### config.mk
export PLATFORM = sky130hd
export DESIGN_NAME = e1_line_decoder
export DESIGN_NICKNAME = d
export VERILOG_FILES = /design/src/rtl/e1_dec_pkg.sv /design/src/rtl/e1_pol_tracker.sv /design/src/rtl/e1_sub_window.sv /design/src/rtl/e1_zero_run.sv /design/src/rtl/e1_sat_counter.sv /design/src/rtl/e1_line_decoder.sv
export SDC_FILE = /design/constraint.sdc
export NUM_CORES = 1
export LEC_CHECK = 0
export ABC_CLOCK_PERIOD_IN_PS = 4800
export BUFFER_PORTS_ARGS = -buffer_cell sky130_fd_sc_hd__buf_4
export CAP_MARGIN = 40
export CORE_ASPECT_RATIO = 1.5
export CORE_MARGIN = 2
export CORE_UTILIZATION = 59
export DETAILED_ROUTE_END_ITERATION = 10
export HOLD_SLACK_MARGIN = 0.1
export PLACE_DENSITY = 0.83
export SYNTH_ARGS = -nofsm -noshare
export SYNTH_HDL_FRONTEND = slang
export SYNTH_SLANG_ARGS = --single-unit
### constraint.sdc
create_clock -name clk -period 4.8 [get_ports clk]
set_input_delay 0.72 -clock clk [delete_from_list [all_inputs] [get_ports clk]]
set_output_delay 0.72 -clock clk [all_outputs]
set_load 0.05 [all_outputs]
### src/rtl/e1_dec_pkg.sv
`timescale 1ns/1ps
package e1_dec_pkg;

    typedef enum logic [1:0] {
        LC_AMI     = 2'b00,
        LC_HDB3    = 2'b01,
        LC_NRZ     = 2'b10,
        LC_NRZ_ALT = 2'b11
    } line_code_e;

    typedef enum logic [1:0] {
        PS_NONE = 2'b00,
        PS_POS  = 2'b01,
        PS_NEG  = 2'b10
    } pol_state_e;

    function automatic logic code_is_line(input line_code_e c);
        return (c == LC_AMI) || (c == LC_HDB3);
    endfunction

endpackage

### src/rtl/e1_pol_tracker.sv
`timescale 1ns/1ps
module e1_pol_tracker
    import e1_dec_pkg::*;
(
    input  logic clk,
    input  logic rst_n,
    input  logic active,
    input  logic hdb3,
    input  logic pos,
    input  logic neg,
    output logic same_pol,
    output logic is_v,
    output logic vpol_err
);
    pol_state_e mark_st, mark_nx;
    pol_state_e v_st, v_nx;
    logic single;

    assign single = pos ^ neg;

    // state register
    always_ff @(posedge clk or negedge rst_n) begin
        if (!rst_n) begin
            mark_st <= PS_NONE;
            v_st    <= PS_NONE;
        end else begin
            mark_st <= mark_nx;
            v_st    <= v_nx;
        end
    end

    // outputs and next state
    always_comb begin
        same_pol = 1'b0;
        vpol_err = 1'b0;
        unique case (mark_st)
            PS_NONE: same_pol = 1'b0;
            PS_POS:  same_pol = single & pos;
            PS_NEG:  same_pol = single & neg;
            default: same_pol = 1'b0;
        endcase
        is_v = hdb3 & same_pol;
        unique case (v_st)
            PS_NONE: vpol_err = 1'b0;
            PS_POS:  vpol_err = is_v & pos;
            PS_NEG:  vpol_err = is_v & neg;
            default: vpol_err = 1'b0;
        endcase

        mark_nx = mark_st;
        if (!active)
            mark_nx = PS_NONE;
        else if (single)
            mark_nx = pos ? PS_POS : PS_NEG;

        v_nx = v_st;
        if (!(active && hdb3))
            v_nx = PS_NONE;
        else if (is_v)
            v_nx = pos ? PS_POS : PS_NEG;
    end
endmodule

### src/rtl/e1_sub_window.sv
`timescale 1ns/1ps
module e1_sub_window #(
    parameter int DEPTH = 3
) (
    input  logic clk,
    input  logic rst_n,
    input  logic en,
    input  logic mark,
    input  logic wipe,
    output logic out_bit
);
    logic [DEPTH-1:0] line_q;

    always_ff @(posedge clk or negedge rst_n) begin
        if (!rst_n)
            line_q <= '0;
        else if (!en || wipe)
            line_q <= '0;
        else
            line_q <= {line_q[DEPTH-2:0], mark};
    end

    assign out_bit = en & ~wipe & line_q[DEPTH-1];
endmodule

### src/rtl/e1_zero_run.sv
`timescale 1ns/1ps
module e1_zero_run #(
    parameter int RUN_LEN = 4
) (
    input  logic clk,
    input  logic rst_n,
    input  logic en,
    input  logic space,
    output logic hit
);
    localparam int CW = $clog2(RUN_LEN + 1);
    localparam logic [CW-1:0] TOP  = CW'(RUN_LEN);
    localparam logic [CW-1:0] LAST = CW'(RUN_LEN - 1);

    logic [CW-1:0] run_q;

    always_ff @(posedge clk or negedge rst_n) begin
        if (!rst_n)
            run_q <= '0;
        else if (!en || !space)
            run_q <= '0;
        else if (run_q != TOP)
            run_q <= run_q + 1'b1;
    end

    assign hit = en & space & (run_q == LAST);
endmodule

### src/rtl/e1_sat_counter.sv
`timescale 1ns/1ps
module e1_sat_counter #(
    parameter int W = 16
) (
    input  logic         clk,
    input  logic         rst_n,
    input  logic         clr,
    input  logic         inc,
    output logic [W-1:0] count
);
    localparam logic [W-1:0] MAXV = {W{1'b1}};

    always_ff @(posedge clk or negedge rst_n) begin
        if (!rst_n)
            count <= '0;
        else if (clr)
            count <= '0;
        else if (inc && count != MAXV)
            count <= count + 1'b1;
    end
endmodule

### src/rtl/e1_line_decoder.sv
`timescale 1ns/1ps
module e1_line_decoder
    import e1_dec_pkg::*;
#(
    parameter int CNT_W    = 16,
    parameter int SUB_SPAN = 3,
    parameter int ZRUN     = 4
) (
    input  logic             clk,
    input  logic             rst_n,
    input  logic             rx_pos,
    input  logic             rx_neg,
    input  logic [1:0]       code_sel,
    input  logic             ext_det,
    input  logic             cnt_clr,
    output logic             dout,
    output logic             viol,
    output logic [CNT_W-1:0] viol_count
);
    line_code_e code;
    logic line_act, hdb3_act, ami_act;
    logic mark, both;
    logic same_pol, is_v, vpol_err;
    logic run_hit, win_bit, err;
    logic nrz_q, dout_q, viol_q;

    always_comb begin
        code     = line_code_e'(code_sel);
        line_act = code_is_line(code);
        hdb3_act = (code == LC_HDB3);
        ami_act  = (code == LC_AMI);
        mark     = rx_pos | rx_neg;
        both     = rx_pos & rx_neg;
    end

    e1_pol_tracker u_pol (
        .clk      (clk),
        .rst_n    (rst_n),
        .active   (line_act),
        .hdb3     (hdb3_act),
        .pos      (rx_pos),
        .neg      (rx_neg),
        .same_pol (same_pol),
        .is_v     (is_v),
        .vpol_err (vpol_err)
    );

    e1_sub_window #(.DEPTH(SUB_SPAN)) u_win (
        .clk     (clk),
        .rst_n   (rst_n),
        .en      (line_act),
        .mark    (mark),
        .wipe    (is_v),
        .out_bit (win_bit)
    );

    e1_zero_run #(.RUN_LEN(ZRUN)) u_zrun (
        .clk   (clk),
        .rst_n (rst_n),
        .en    (line_act),
        .space (~mark),
        .hit   (run_hit)
    );

    always_comb begin
        err = line_act & (both
                          | (ami_act & same_pol)
                          | (hdb3_act & (vpol_err | (ext_det & run_hit))));
    end

    e1_sat_counter #(.W(CNT_W)) u_cnt (
        .clk   (clk),
        .rst_n (rst_n),
        .clr   (cnt_clr),
        .inc   (err),
        .count (viol_count)
    );

    // bypass data is taken on the falling edge
    always_ff @(negedge clk or negedge rst_n) begin
        if (!rst_n)
            nrz_q <= 1'b0;
        else
            nrz_q <= rx_pos;
    end

    always_ff @(posedge clk or negedge rst_n) begin
        if (!rst_n) begin
            dout_q <= 1'b0;
            viol_q <= 1'b0;
        end else begin
            dout_q <= line_act ? win_bit : nrz_q;
            viol_q <= err;
        end
    end

    assign dout = dout_q;
    assign viol = viol_q;
endmodule

Word-level counts from Yosys, hierarchy flattened
Cells that the tools add are included.
{"block": "totals", "register_bits": 29, "latch_bits": 0, "mem_bits_rw": 0, "mem_bits_ro": 0, "inputBits": 8, "wordCells": 63, "memories": 0}
{"block": "op_classes", "addsub": 2, "multipliers": 0, "div": 0, "n_lt_le_gt_ge": 0, "eq_ne": 10, "n_shift": 0, "n_mux": 13, "bitwise": 21, "reduce_logical": 9}
{"operator": "16-bit two-way mux", "count": 2}
{"operator": "16-bit by 1-bit adder with 16-bit output (second input constant)", "count": 1}
{"operator": "16-bit != test (second input constant)", "count": 1}
{"operator": "1-bit bitwise AND", "count": 14}
{"operator": "2-bit two-way mux", "count": 5}
{"operator": "3-bit two-way mux", "count": 3}
{"operator": "2-bit by 1-bit equality test with 1-bit output (second input constant)", "count": 3}
{"operator": "2-bit equality test (second input constant)", "count": 2}
{"operator": "2-bit by 1-bit != test with 1-bit output (second input constant)", "count": 2}
{"operator": "1-bit OR", "count": 4}
{"operator": "1-bit one-hot mux with 2 select lines", "count": 2}
{"operator": "2-bit nonzero test", "count": 2}
{"operator": "3-bit by 1-bit adder with 3-bit output (second input constant)", "count": 1}
{"operator": "3-bit by 2-bit equality test with 1-bit output (second input constant)", "count": 1}
{"operator": "1-bit logical OR", "count": 3}
{"operator": "3-bit != test (second input constant)", "count": 1}
{"operator": "1-bit logical AND", "count": 2}
{"operator": "2-bit zero test", "count": 1}
{"operator": "1-bit NOT", "count": 2}
{"operator": "1-bit zero test", "count": 1}
{"operator": "1-bit two-way mux", "count": 1}
{"operator": "1-bit bitwise XOR", "count": 1}

Depth between registers and ports, before layout
Gate-level depths: netlist of run 1.
{"block": "depth", "word_depth": 13, "ltp_mapped": 9, "mapped_depth_nobuf": 8}

Hierarchy
From an unflattened synthesis of run 1, not the netlist that was laid out.
{"block": "unflattened", "hier_cells": 167, "hier_area_um2": 1660.3}
{"module": "e1_sat_counter", "n_inst": 1, "cells_each": 98, "area_each_um2": 942.2}
{"module": "e1_pol_tracker", "n_inst": 1, "cells_each": 30, "area_each_um2": 280.3}
{"module": "e1_zero_run", "n_inst": 1, "cells_each": 19, "area_each_um2": 183.9}
{"module": "e1_line_decoder", "n_inst": 1, "cells_each": 13, "area_each_um2": 143.9}
{"module": "e1_sub_window", "n_inst": 1, "cells_each": 7, "area_each_um2": 110.1}

==> results of run 1 <==
-- path summary, 6_finish.rpt --
path	start	to	cells after the start	slack [ps]
hold / removal	rst_n	u_pol.v_st[0]	1	350
setup / recovery	rx_pos	nrz_q	1	1680
min in group clk	u_win.line_q[0]	u_win.line_q[1]	1	460
max in group asynchronous	rst_n	nrz_q	1	1880
setup reg to reg	nrz_q	dout	2	1810
hold reg to reg	u_win.line_q[0]	u_win.line_q[1]	1	460
-- cells by family (layout without fill, tap and decap cells) --
family | after synthesis | count (layout) | share of synthesized area, %
and+or+nand+nor | 66 | 66 | 23.5
AOI/OAI and AO/OA | 30 | 30 | 12.4
DFF | 29 | 29 | 45.8
buffers and inverters | 17 | 44 | 4.66
muxes | 10 | 10 | 6.71
adders and majority gates | 8 | 8 | 6.32
xor gates and xnor gates | 1 | 1 | 0.553
-- cell type report --
cell class / instances / share of cell area, %
clock buffers: 5 / 3.59
repair buffers: 25 / 9.78
flip-flops and latches: 29 / 37.8
well taps: 37 / 2.41
multi-input cells: 115 / 40.9
inverters: 11 / 2.15
clock inverters: 3 / 3.39
-- routing by layer --
layer	GRT usage, %	vias up	wire [um]
li1	-	636	-
met1	27.7	662	1300
met2	42.7	39	1800
met3	6.68	7	123
met4	11.4	0	70
met5	0	-	0
-- Yosys cell counts (all sizes together) --
master   instances  area [sq um]
nand2            8          30.0
o21ai            3          15.0
mux2i            5          50.1
a21oi           14          70.1
buf              3          21.3
o31ai            7          52.6
nand4            2          12.5
nor3b            1          7.51
or4              7          52.6
nor4             3          18.8
dfrtn            1          25.0
nor2b            4          25.0
xnor2            1          8.76
a2111oi          1          15.0
nand2b           3          18.8
clkbuf           3          11.3
nor3             2          10.0
dfrtp           28           701
or3              1          6.26
ha               8           100
nor4b            1          15.0
nor2            16          60.1
nand3b           1          7.51
inv             11          41.3
and3             1          6.26
a211oi           1          7.51
or4b             1          10.0
and2             3          18.8
a41oi            1          8.76
mux2             5          56.3
o21bai           2          18.8
nand3            9          45.0
o41ai            1          8.76
and4             3          28.8
-- flip-flops by register name (all words and copies together) (netlist names) --
name and cells:
u_zrun.run_q 3, viol 1, u_cnt.count 16, dout 1, nrz_q 1, u_win.line_q 3
u_pol.v_st 2, u_pol.mark_st 2
-- per-stage QoR --
step	instance area (sq um)	total power (W)	cells
2_1_floorplan	1580	0.000285	161
3_3_place_gp	1790	0.000301	217
3_5_place_dp	1790	0.000304	217
4_1_cts	1920	0.000604	225
5_1_grt	1920	0.000623	225
6_report	1920	0.000598	225
-- where the power goes --
part           internal (W)  switching, W
clock network      0.000206     0.0000926
logic             0.0000158     0.0000306
registers          0.000250    0.00000278
total              0.000472      0.000126
-- cells in the final DEF, fill, tap and decap left out, types with 2 or more instances in the layout --
master	netlist	final
a21oi_1	14	14
and2_1	3	3
and4_1	2	2
buf_4	0	25
bufinv_16	0	2
clkbuf_8	0	5
dfrtp_1	28	28
ha_1	8	8
inv_1	11	11
mux2_2	5	5
mux2i_1	5	5
nand2_1	8	8
nand2b_1	3	3
nand3_1	9	9
nand4_1	2	2
nor2_1	16	16
nor2b_1	4	4
nor3_1	2	2
nor4_1	3	3
o21ai_0	3	3
o31ai_1	7	7
or4_1	7	7
==> impl_results.md, run 1 <==
- Overflow after GRT: 0
- Number of different library cells in the post-synthesis netlist: 37
- Worst Skew: 7.92 ps
- Iteration count of the initial detailed-routing pass: 4
- Tightest slew margin relative to the limit: 39.8%
- CP Data Arrival Time: 860 ps
- Synthesized area: 1580 sq um
- Number of gates resized after CTS: 0
- Root buffer selected by CTS: clkbuf_8
- Buffers from clock root to sink, at most: 2
- Diodes inserted: 0
- Core outline area: 2620 sq um
- # setup viols final: 0
- Clock tree from TritonCTS: built
- First-pass GRT wire length: 5450 um
- Hold violation total from the final report: 0
- Starting utilization of the core area: 60.5%
- Number of antenna violations at the first check in global routing: 0
- Drt total wl: 3290 um
- GP Congestion: 0.829
- Share of final-layout standard cells stronger than drive strength 1: 22.3%
- Class of the most critical hold timing path: in2async
- Total routing resource utilization after global routing: 24.9%
- Pre-CTS setup slack: 1380 ps
- Synthesized area per cell: 9.84 sq um
- Chip width: 46.3 um
- Multi-input combinational cell area: 785 sq um
- Port-buffer cells: 25
- Layout Utilization: 73.3%
- Final routed DRC violation total: 0
- Class of the most critical setup path: in2reg
- Sinks on the clock net: 29
- Outcome: complete, no violations
- Die Height: 67.5 um
- Crit-path leading delay family: buffers and inverters
- Layout Nets: 203
- Via/cell ratio: 5.97
- Count of mapped cells out of synthesis: 161
- Sequential cell area in the final layout: 726 sq um
- Crit path setup slack, layout: 1680 ps
- Sequential area share after synthesis: 45.8%
- Worst-case vdd ir drop: 0.269 mV
- Cell area power density: 311 nW/um^2
- DR vias: 1344
- Cells along the critical path: buf_4
- Clock-pin slew on the worst setup and hold paths: 60 ps
- Cell with the largest stage delay on the worst path: buf_4
- P_leak: 0.842 nW
- Post-detailed-route count of antenna-violating nets: 0
- Number of setup buffers added after CTS: 0
- Number of CTS-inserted buffers: 5
- Largest net degree at the start of global routing: 30
- Routed WL per cell: 14.6 um
- Tightest Pin Transition: 902 ps
- Clock latency on the worst-skew pair: 290 ps
- Final max-slew violation count: 0
- Buf/Inv on CP: 1
- Flip-flop and latch count after synthesis: 29
- Max Cap Violations: 0
- Worst slack on hold paths: 347 ps
- Type of element launching the critical path: primary input
- Hold buffers post-CTS: 0
- Synth-to-layout area growth: 21.2%
- CP max stage delay: 140 ps
- Via count of the first global-routing pass: 1259
- Setup repair after global routing missed its margin: false
- CP Capture Type: flop
- Count of fill cells added during filler insertion: 211
- Max H-tree Level: 2
- Maximum fanout along the worst path: 7
- Site Rows: 23
- IO Count: 26
- Final-layout setup total negative slack: 0 ps
- Warnings, synthesis: 0
- Half-perimeter wire length after detailed placement: 2390 um
- Violation count after the first detailed-route iteration: 36
- Required time reported for the critical path endpoint: 2540 ps
- Area enclosed by the die boundary: 3120 sq um
- Number of nets in the synthesized netlist: 177
Power figures use the tool's default switching activity.
==> run 2: changes to the inputs <==
--- a/config.mk
+++ b/config.mk
@@ -5,15 +5,15 @@
 export SDC_FILE = /design/constraint.sdc
 export NUM_CORES = 1
 export LEC_CHECK = 0
-export ABC_CLOCK_PERIOD_IN_PS = 4800
+export ABC_CLOCK_PERIOD_IN_PS = 3000
 export BUFFER_PORTS_ARGS = -buffer_cell sky130_fd_sc_hd__buf_4
 export CAP_MARGIN = 40
 export CORE_ASPECT_RATIO = 1.5
 export CORE_MARGIN = 2
-export CORE_UTILIZATION = 59
+export CORE_UTILIZATION = 55
 export DETAILED_ROUTE_END_ITERATION = 10
 export HOLD_SLACK_MARGIN = 0.1
-export PLACE_DENSITY = 0.83
+export PLACE_DENSITY = 0.78
 export SYNTH_ARGS = -nofsm -noshare
 export SYNTH_HDL_FRONTEND = slang
 export SYNTH_SLANG_ARGS = --single-unit
==> constraint.sdc (replaced) <==
create_clock -name clk -period 3 [get_ports clk]
set_input_delay 0.45 -clock clk [delete_from_list [all_inputs] [get_ports clk]]
set_output_delay 0.45 -clock clk [all_outputs]
set_load 0.05 [all_outputs]
==> run 2 against run 1 <==
  * Via count is 4.0% lower
  * Sequential share of layout area rose by 0.75 points
  * Flip-flop and latch count is the same
  * First-iteration DRC count decreased by 53%
  * Sequential power grew 60%
  * Register-to-register slack got worse by 1200 ps
  * Clock skew hardly changed
  * Combinational power is 59% higher
  * Clock-buffer cell count is the same
  * Core utilization is 3.7 points lower
==> impl_results.md, run 2 (synthesis gave the netlist of run 1 again) <==
- Crit path setup slack, layout: 594 ps (-1080 ps)
- Max Cap Violations: 0 (unchanged)
- Share of final-layout standard cells stronger than drive strength 1: 22.2% (-0.12 points)
- Via count of the first global-routing pass: 1215 (-3.5%)
- Number of CTS-inserted buffers: 5 (unchanged)
- Pre-CTS setup slack: 352 ps (-1030 ps)
- GP Congestion: 0.765 (-7.7%)
- Tightest slew margin relative to the limit: 40.7% (+0.85 points)
- Sinks on the clock net: 29 (unchanged)
- Fraction of power consumed by combinational cells: 9.4% (+1.6 points)
- Site Rows: 23 (unchanged)
- Worst Skew: 7.49 ps (-0.426 ps)
- Final routed DRC violation total: 0 (unchanged)
- Chip width: 47.8 um (+3.3%)
- Maximum fanout along the worst path: 26 (+19)
- Worst slack on hold paths: 389 ps (+41.4 ps)
- Part of the power in the clock network: 39.3% (-11 points)
- Number of non-filler instances in the completed layout: 226 (+0.44%)
- P_leak: 0.822 nW (-2.4%)
- Cell area power density: 419 nW/um^2 (+34%)
- Worst-case vdd ir drop: 0.301 mV (+12%)
- CP max stage delay: 380 ps (+240 ps)
- Max H-tree Level: 2 (unchanged)
- Iteration count of the initial detailed-routing pass: 4 (unchanged)
- Number of antenna violations at the first check in global routing: 0 (unchanged)
- # setup viols final: 0 (unchanged)
- Hold Path Stages: 2
- Clock period minus worst slack: 2410 ps
- IO Count: 26 (unchanged)
- Fraction of power spent switching nets: 25.7% (+4.6 points)
- Half-perimeter wire length after detailed placement: 2290 um (-4.3%)
- Tightest Pin Transition: 889 ps (-12.7 ps)
- Commonest cells after routing, fill and taps aside: 28 x dfrtp_1, 25 x buf_4, 16 x nor2_1, 14 x a21oi_1, 11 x inv_1
- # placed instances: 217 (unchanged)
- Class of the most critical hold timing path: in2reg
- Hold violation total from the final report: 0 (unchanged)
- Starting utilization of the core area: 58.6% (-1.9 points)
- First-pass GRT wire length: 5350 um (-1.9%)
- Largest net degree at the start of global routing: 30 (unchanged)
- Die Height: 69.7 um (+3.4%)
- Port-buffer cells: 25 (unchanged)
- Required time reported for the critical path endpoint: 3160 ps (+620 ps)
- Post-detailed-route count of antenna-violating nets: 0 (unchanged)
- Number of gates resized after CTS: 0 (unchanged)
- Drt total wl: 3140 um (-4.7%)
- DR vias: 1290 (-4.0%)
- Clock latency on the worst-skew pair: 290 ps (about the same)
- Setup repair after global routing missed its margin: false
- Buffers from clock root to sink, at most: 2 (unchanged)
- Sequential fraction of design power: 51.3% (+9.0 points)
- CP Capture Type: flop
- Number of setup buffers added after CTS: 0 (unchanged)
- Logic depth of the worst register-to-register path: 7 (+5)
- Routed WL per cell: 13.9 um (-5.2%)
- Cell with the largest stage delay on the worst path: nor4_1
- Achievable frequency: 0.416 GHz
- Final-layout setup total negative slack: 0 ps (unchanged)
- Root buffer selected by CTS: clkbuf_8
- Synth-to-layout area growth: 18.8%
- Area enclosed by the die boundary: 3330 sq um (+6.7%)
- Overflow after GRT: 0 (unchanged)
- Outcome: complete, no violations
- Clock tree from TritonCTS: built
- Core outline area: 2710 sq um (+3.3%)
- Type of element launching the critical path: flop
- Clock-pin slew on the worst setup and hold paths: 60 ps (about the same)
- Via/cell ratio: 5.71 (-4.4%)
- Cells along the critical path: inv_1 > ha_1 > and2_1 > a2111oi_2 > o21bai_2 > nor4_1 > mux2_2
- Internal cell power: 0.000585 W (+24%)
- Part of the cycle the worst path needs: 80.2%
- Layout Nets: 204 (+0.49%)
- Violation count after the first detailed-route iteration: 17 (-53%)
- Leading cell type in the layout, fill and taps excluded: dfrtp_1
- CP Data Arrival Time: 2570 ps (+1710 ps)
- Layout Utilization: 69.6% (-3.7 points)
- Class of the most critical setup path: reg2reg
- Total routing resource utilization after global routing: 21.8% (-3.1 points)
- Register with the most flip-flops: u_cnt.count
- Final max-slew violation count: 0 (unchanged)
- Flip-flop count of the largest register, all copies and words added: 16 (unchanged)
- Hold buffers post-CTS: 1 (+1)
- Net Switching: 0.000202 W (+61%)
- Diodes inserted: 0 (unchanged)
- Regs by FF count: u_cnt.count: 16 flops, u_win.line_q: 3 flops, u_zrun.run_q: 3 flops
[run 2: cell count changes in the layout (fill, tap and decap cells not counted)]
cell / change
dlygate4sd3_1: +1
clkinvlp_4: +1
bufinv_16: -2
clkinv_2: +1
[run 2: stage by stage]
| stage | instance area (sq um) | total power [W] |
|---|---|---|
| 6_report | 1880 | 0.000788 |
| 2_1_floorplan | 1580 | 0.000456 |
| 4_1_cts | 1880 | 0.000796 |
| 5_1_grt | 1880 | 0.000823 |
| 3_3_place_gp | 1790 | 0.000482 |
| 3_5_place_dp | 1790 | 0.000486 |
[run 2: final timing paths]
check                                     start                to  slack, ps
max in group asynchronous                 rst_n             nrz_q        700
worst min-delay path                code_sel[1]  u_pol.mark_st[1]        390
worst min register to register  u_win.line_q[0]   u_win.line_q[1]        460
worst max register to register    u_pol.v_st[0]    u_cnt.count[9]        590
min in group asynchronous                 rst_n     u_pol.v_st[0]        630
worst max-delay path              u_pol.v_st[0]    u_cnt.count[9]        590
[run 2: critical path: cells and delay by family (launching register included)]
| family | cells | cell delay, ps |
|---|---|---|
| AOI/OAI and AO/OA | 2 | 720 |
| adders and majority gates | 1 | 220 |
| buffers and inverters | 1 | 70 |
| DFF | 1 | 370 |
| muxes | 1 | 360 |
| and+or+nand+nor | 2 | 540 |
[run 2: final cells by class]
type	instances	area [sq um]
inverters	11	41.3
clock inverters	3	17.5
clock buffers	5	68.8
repair buffers	26	198
fillers	229	823
flip-flops and latches	29	726
well taps	37	46.3
multi-input cells	115	785
[run 2: routing by layer]
| layer | global-route usage (%) | share of wire (%) | vias up |
|---|---|---|---|
| li1 | - | - | 635 |
| met4 | 8.11 | 1.8 | 0 |
| met5 | 0 | 0 | - |
| met2 | 35.7 | 52 | 28 |
| met1 | 26.1 | 42 | 621 |
| met3 | 5.47 | 4.7 | 6 |
[run 2: power groups by stage]
stage,sequential [W],combinational (W),clock (W)
after global placement,0.000411,0.0000713,0
after global routing,0.000405,0.0000835,0.000334
after detailed placement,0.000411,0.0000741,0
final,0.000405,0.0000740,0.000309
after CTS,0.000404,0.0000752,0.000317
after floorplan,0.000420,0.0000360,0
==> run 3: changes to the inputs <==
--- a/config.mk
+++ b/config.mk
@@ -5,15 +5,16 @@
 export SDC_FILE = /design/constraint.sdc
 export NUM_CORES = 1
 export LEC_CHECK = 0
-export ABC_CLOCK_PERIOD_IN_PS = 3000
+export ABC_AREA = 1
+export ABC_CLOCK_PERIOD_IN_PS = 2400
 export BUFFER_PORTS_ARGS = -buffer_cell sky130_fd_sc_hd__buf_4
 export CAP_MARGIN = 40
 export CORE_ASPECT_RATIO = 1.5
 export CORE_MARGIN = 2
-export CORE_UTILIZATION = 55
+export CORE_UTILIZATION = 57
 export DETAILED_ROUTE_END_ITERATION = 10
 export HOLD_SLACK_MARGIN = 0.1
-export PLACE_DENSITY = 0.78
+export PLACE_DENSITY = 0.79
 export SYNTH_ARGS = -nofsm -noshare
 export SYNTH_HDL_FRONTEND = slang
 export SYNTH_SLANG_ARGS = --single-unit
==> constraint.sdc (replaced) <==
create_clock -name clk -period 2.4 [get_ports clk]
set_input_delay 0.36 -clock clk [delete_from_list [all_inputs] [get_ports clk]]
set_output_delay 0.36 -clock clk [all_outputs]
set_load 0.05 [all_outputs]
==> run 3 against run 2 <==
  * Fmax is 29% higher
  * Power is 27% higher
  * Die area is 14% higher
  * Synthesized cell count is 55% higher
  * Critical path depth is 1 higher
  * Flip-flop and latch count stayed put
  * Core utilization is 0.50 points lower
  * Clock skew is 2.3 ps higher
  * Critical path type unchanged
  * Critical endpoint is now u_cnt.count[4]
==> impl_results.md, run 3 <==
- IO Count: 26 (unchanged)
- Part of the cycle the worst path needs: 77.5% (-2.7 points)
- Regs by FF count: u_cnt.count: 16 flops, u_win.line_q: 3 flops, u_zrun.run_q: 3 flops
- CP Data Arrival Time: 2020 ps (-550 ps)
- Leading cell type in the layout, fill and taps excluded: nand2_1
- Chip width: 51.1 um (+6.9%)
- Clock tree from TritonCTS: built
- Type of element launching the critical path: flop
- Worst-case vdd ir drop: 0.299 mV (-0.81%)
- Cell repeated most along the worst path: nand2_1
- Starting utilization of the core area: 60.1% (+1.5 points)
- Sequential cell area in the final layout: 726 sq um (unchanged)
- DR vias: 1718 (+33%)
- Hold buffers post-CTS: 0 (-1)
- Half-perimeter wire length after detailed placement: 3000 um (+31%)
- Share of flip-flops with an asynchronous set or reset: 100% (unchanged)
- Flip-flop and latch count after synthesis: 29 (unchanged)
- Pre-CTS setup slack: 419 ps (+66.9 ps)
- Drt total wl: 4060 um (+29%)
- Register with the most flip-flops: u_cnt.count
- Top cell type's share of synthesized area: 36.9% (-7.3 points)
- Share of synthesized cell area in full adder, half adder and majority cells: 5.27% (-1.0 points)
- Total routing resource utilization after global routing: 24.7% (+2.9 points)
- First-pass GRT wire length: 7060 um (+32%)
- Largest family of logic cells by synthesized area: simple AND/OR/NAND/NOR gates
- Clock period minus worst slack: 1860 ps (-546 ps)
- Final-layout setup total negative slack: 0 ps (unchanged)
- Warnings, synthesis: 0 (unchanged)
- Maximum fanout along the worst path: 16 (-38%)
- Die Height: 74.7 um (+7.1%)
- Count of fill cells added during filler insertion: 285 (+24%)
- Number of flops mapped to enable cells by yosys: 0 (unchanged)
- Root buffer selected by CTS: clkbuf_8
- Final routed DRC violation total: 0 (unchanged)
- Dominant register cell in the synthesized netlist: dfrtp_1
- Tightest Pin Transition: 561 ps (-329 ps)
- Iteration count of the initial detailed-routing pass: 4 (unchanged)
- Biggest area contributors in the synthesized netlist: dfrtp_1 37%, nand2_1 12%, inv_1 7.9%
- Setup repair after global routing missed its margin: false
- CP max stage delay: 450 ps (+70 ps)
- Class of the most critical hold timing path: in2async
- Area enclosed by the die boundary: 3820 sq um (+14%)
- Layout Utilization: 69.1% (-0.50 points)
- Crit path setup slack, layout: 540 ps (-53.7 ps)
- Cell area power density: 459 nW/um^2 (+9.7%)
- CP Capture Type: flop
- Cell with the largest stage delay on the worst path: dfrtp_1
- Post-detailed-route count of antenna-violating nets: 0 (unchanged)
- Synth area leader: dfrtp_1
- Sinks on the clock net: 29 (unchanged)
- Synthesized area: 1900 sq um (+20%)
- Diodes inserted: 0 (unchanged)
- Outcome: complete, no violations
- Max Cap Violations: 0 (unchanged)
- Via count of the first global-routing pass: 1622 (+33%)
- Post-Layout Inst Area: 2180 sq um (+16%)
- Cells along the critical path: ha_1 > inv_1 > nor2_2 > nand2_1 > nor2_4 > nand4_4 > nand4_1 > nand2_1
- Tightest slew margin relative to the limit: 62.3% (+22 points)
- Share of final-layout standard cells stronger than drive strength 1: 19.3% (-2.9 points)
- Area post-placement: 2100 sq um (+18%)
- Synthesized-area fraction occupied by ao, oa, aoi and oai cells: 4.22% (-8.2 points)
- Final max-slew violation count: 0 (unchanged)
- Ranking of synthesized cells by instance count: 59 x nand2_1, 40 x inv_1, 28 x dfrtp_1
- Number of nets in the synthesized netlist: 266 (+50%)
- Via/cell ratio: 5.37 (-5.9%)
- Number of gates resized after CTS: 0 (unchanged)
- Synthesized area per cell: 7.59 sq um (-23%)
- Library cell with the highest instance count after synthesis: nand2_1
- Largest net degree at the start of global routing: 29 (-3.3%)
- Layout Nets: 295 (+45%)
- Clock-pin slew on the worst setup and hold paths: 60 ps (about the same)
- Fraction of the mapped netlist area in simple logic gates: 38.1% (+15 points)
- Number of antenna violations at the first check in global routing: 0 (unchanged)
- Core outline area: 3160 sq um (+17%)
- GP Congestion: 0.903 (+18%)
- Hold violation total from the final report: 0 (unchanged)
- Required time reported for the critical path endpoint: 2560 ps (-600 ps)
- Number of CTS-inserted buffers: 5 (unchanged)
- Number of setup buffers added after CTS: 0 (unchanged)
- Multi-input combinational cell area: 956 sq um (+22%)
- Synth-to-layout area growth: 15.0%
- Number of different library cells in the post-synthesis netlist: 24 (-35%)
- Buffers from clock root to sink, at most: 2 (unchanged)
- Clock latency on the worst-skew pair: 280 ps (about the same)
- Violation count after the first detailed-route iteration: 46 (+29)
- Max H-tree Level: 2 (unchanged)
- Overflow after GRT: 0 (unchanged)
- Port-buffer cells: 25 (unchanged)
- Worst Skew: 9.76 ps (+2.27 ps)
- Commonest cells after routing, fill and taps aside: 59 x nand2_1, 40 x inv_1, 28 x dfrtp_1, 28 x buf_4, 27 x nand3_1
- Post-Synth XOR/XNOR Area: 2.77% (+2.2 points)
- # setup viols final: 0 (unchanged)
- Flip-flop count of the largest register, all copies and words added: 16 (unchanged)
- Multiplexer share of the synthesized area: 0% (-6.7 points)
- P_leak: 1.17 nW (+42%)
- Site Rows: 25 (+8.7%)
- Routed WL per cell: 12.7 um (-8.7%)
- Achievable frequency: 0.538 GHz (+29%)
- Class of the most critical setup path: reg2reg
- Sequential area share after synthesis: 38.2% (-7.6 points)
- Count of mapped cells out of synthesis: 250 (+55%)
## run 3: worst paths after layout
kind	cells after the start	from	slack [ps]	end
min in group clk	2	code_sel[1]	300	u_pol.mark_st[1]
min reg2reg	2	u_win.line_q[0]	480	u_win.line_q[1]
max reg2reg	8	u_cnt.count[0]	540	u_cnt.count[4]
min	2	rst_n	100	u_zrun.run_q[0]
max	8	u_cnt.count[0]	540	u_cnt.count[4]
max in group asynchronous	1	rst_n	1350	nrz_q
## run 3: area by class of cell
class	count	area share, %
sequential	29	33.3
clock inverter	2	0.459
timing repair buffer	28	9.63
multi-input combinational	173	43.8
inverter	42	7.22
clock buffer	6	3.33
tap	40	2.29
## run 3: cell families (layout without fill, tap and decap cells)
logic type,count (synthesis),in the layout
compound gates,14,14
flops,29,29
buf+inv,48,78
simple gates,145,145
xor+xnor,6,6
fa+ha+maj,8,8
## run 3: power breakdown
part | switching, W | internal [W] | total [W]
Clock | 0.000180 | 0.000200 | 0.000380
Combinational | 0.0000793 | 0.0000353 | 0.000115
Sequential | 0.00000674 | 0.000500 | 0.000507
Total | 0.000266 | 0.000736 | 0.00100
## run 3: metrics by stage
step                      power (W)  hold WS, ps  cells
final                       0.00100         95.1    320
after global routing        0.00105          118    320
after CTS                   0.00102          101    320
after detailed placement   0.000631          407    312
after global placement     0.000628          403    312
after floorplan            0.000591         64.4    250
## run 3: critical path, delay by kind of cell (launching register included)
family	cells	cell delay, ps
buffers and inverters	1	60
flip-flops	1	450
adder cells (fa/ha/maj)	1	240
AND/OR/NAND/NOR	6	990
## run 3: layer usage
layer / up-vias / track usage (%) / routed length (um)
met4: 0 / 12.6 / 93
met1: 809 / 27.4 / 1650
met3: 9 / 4.17 / 167
met5: - / 0 / 0
met2: 41 / 45.0 / 2140
li1: 859 / - / -
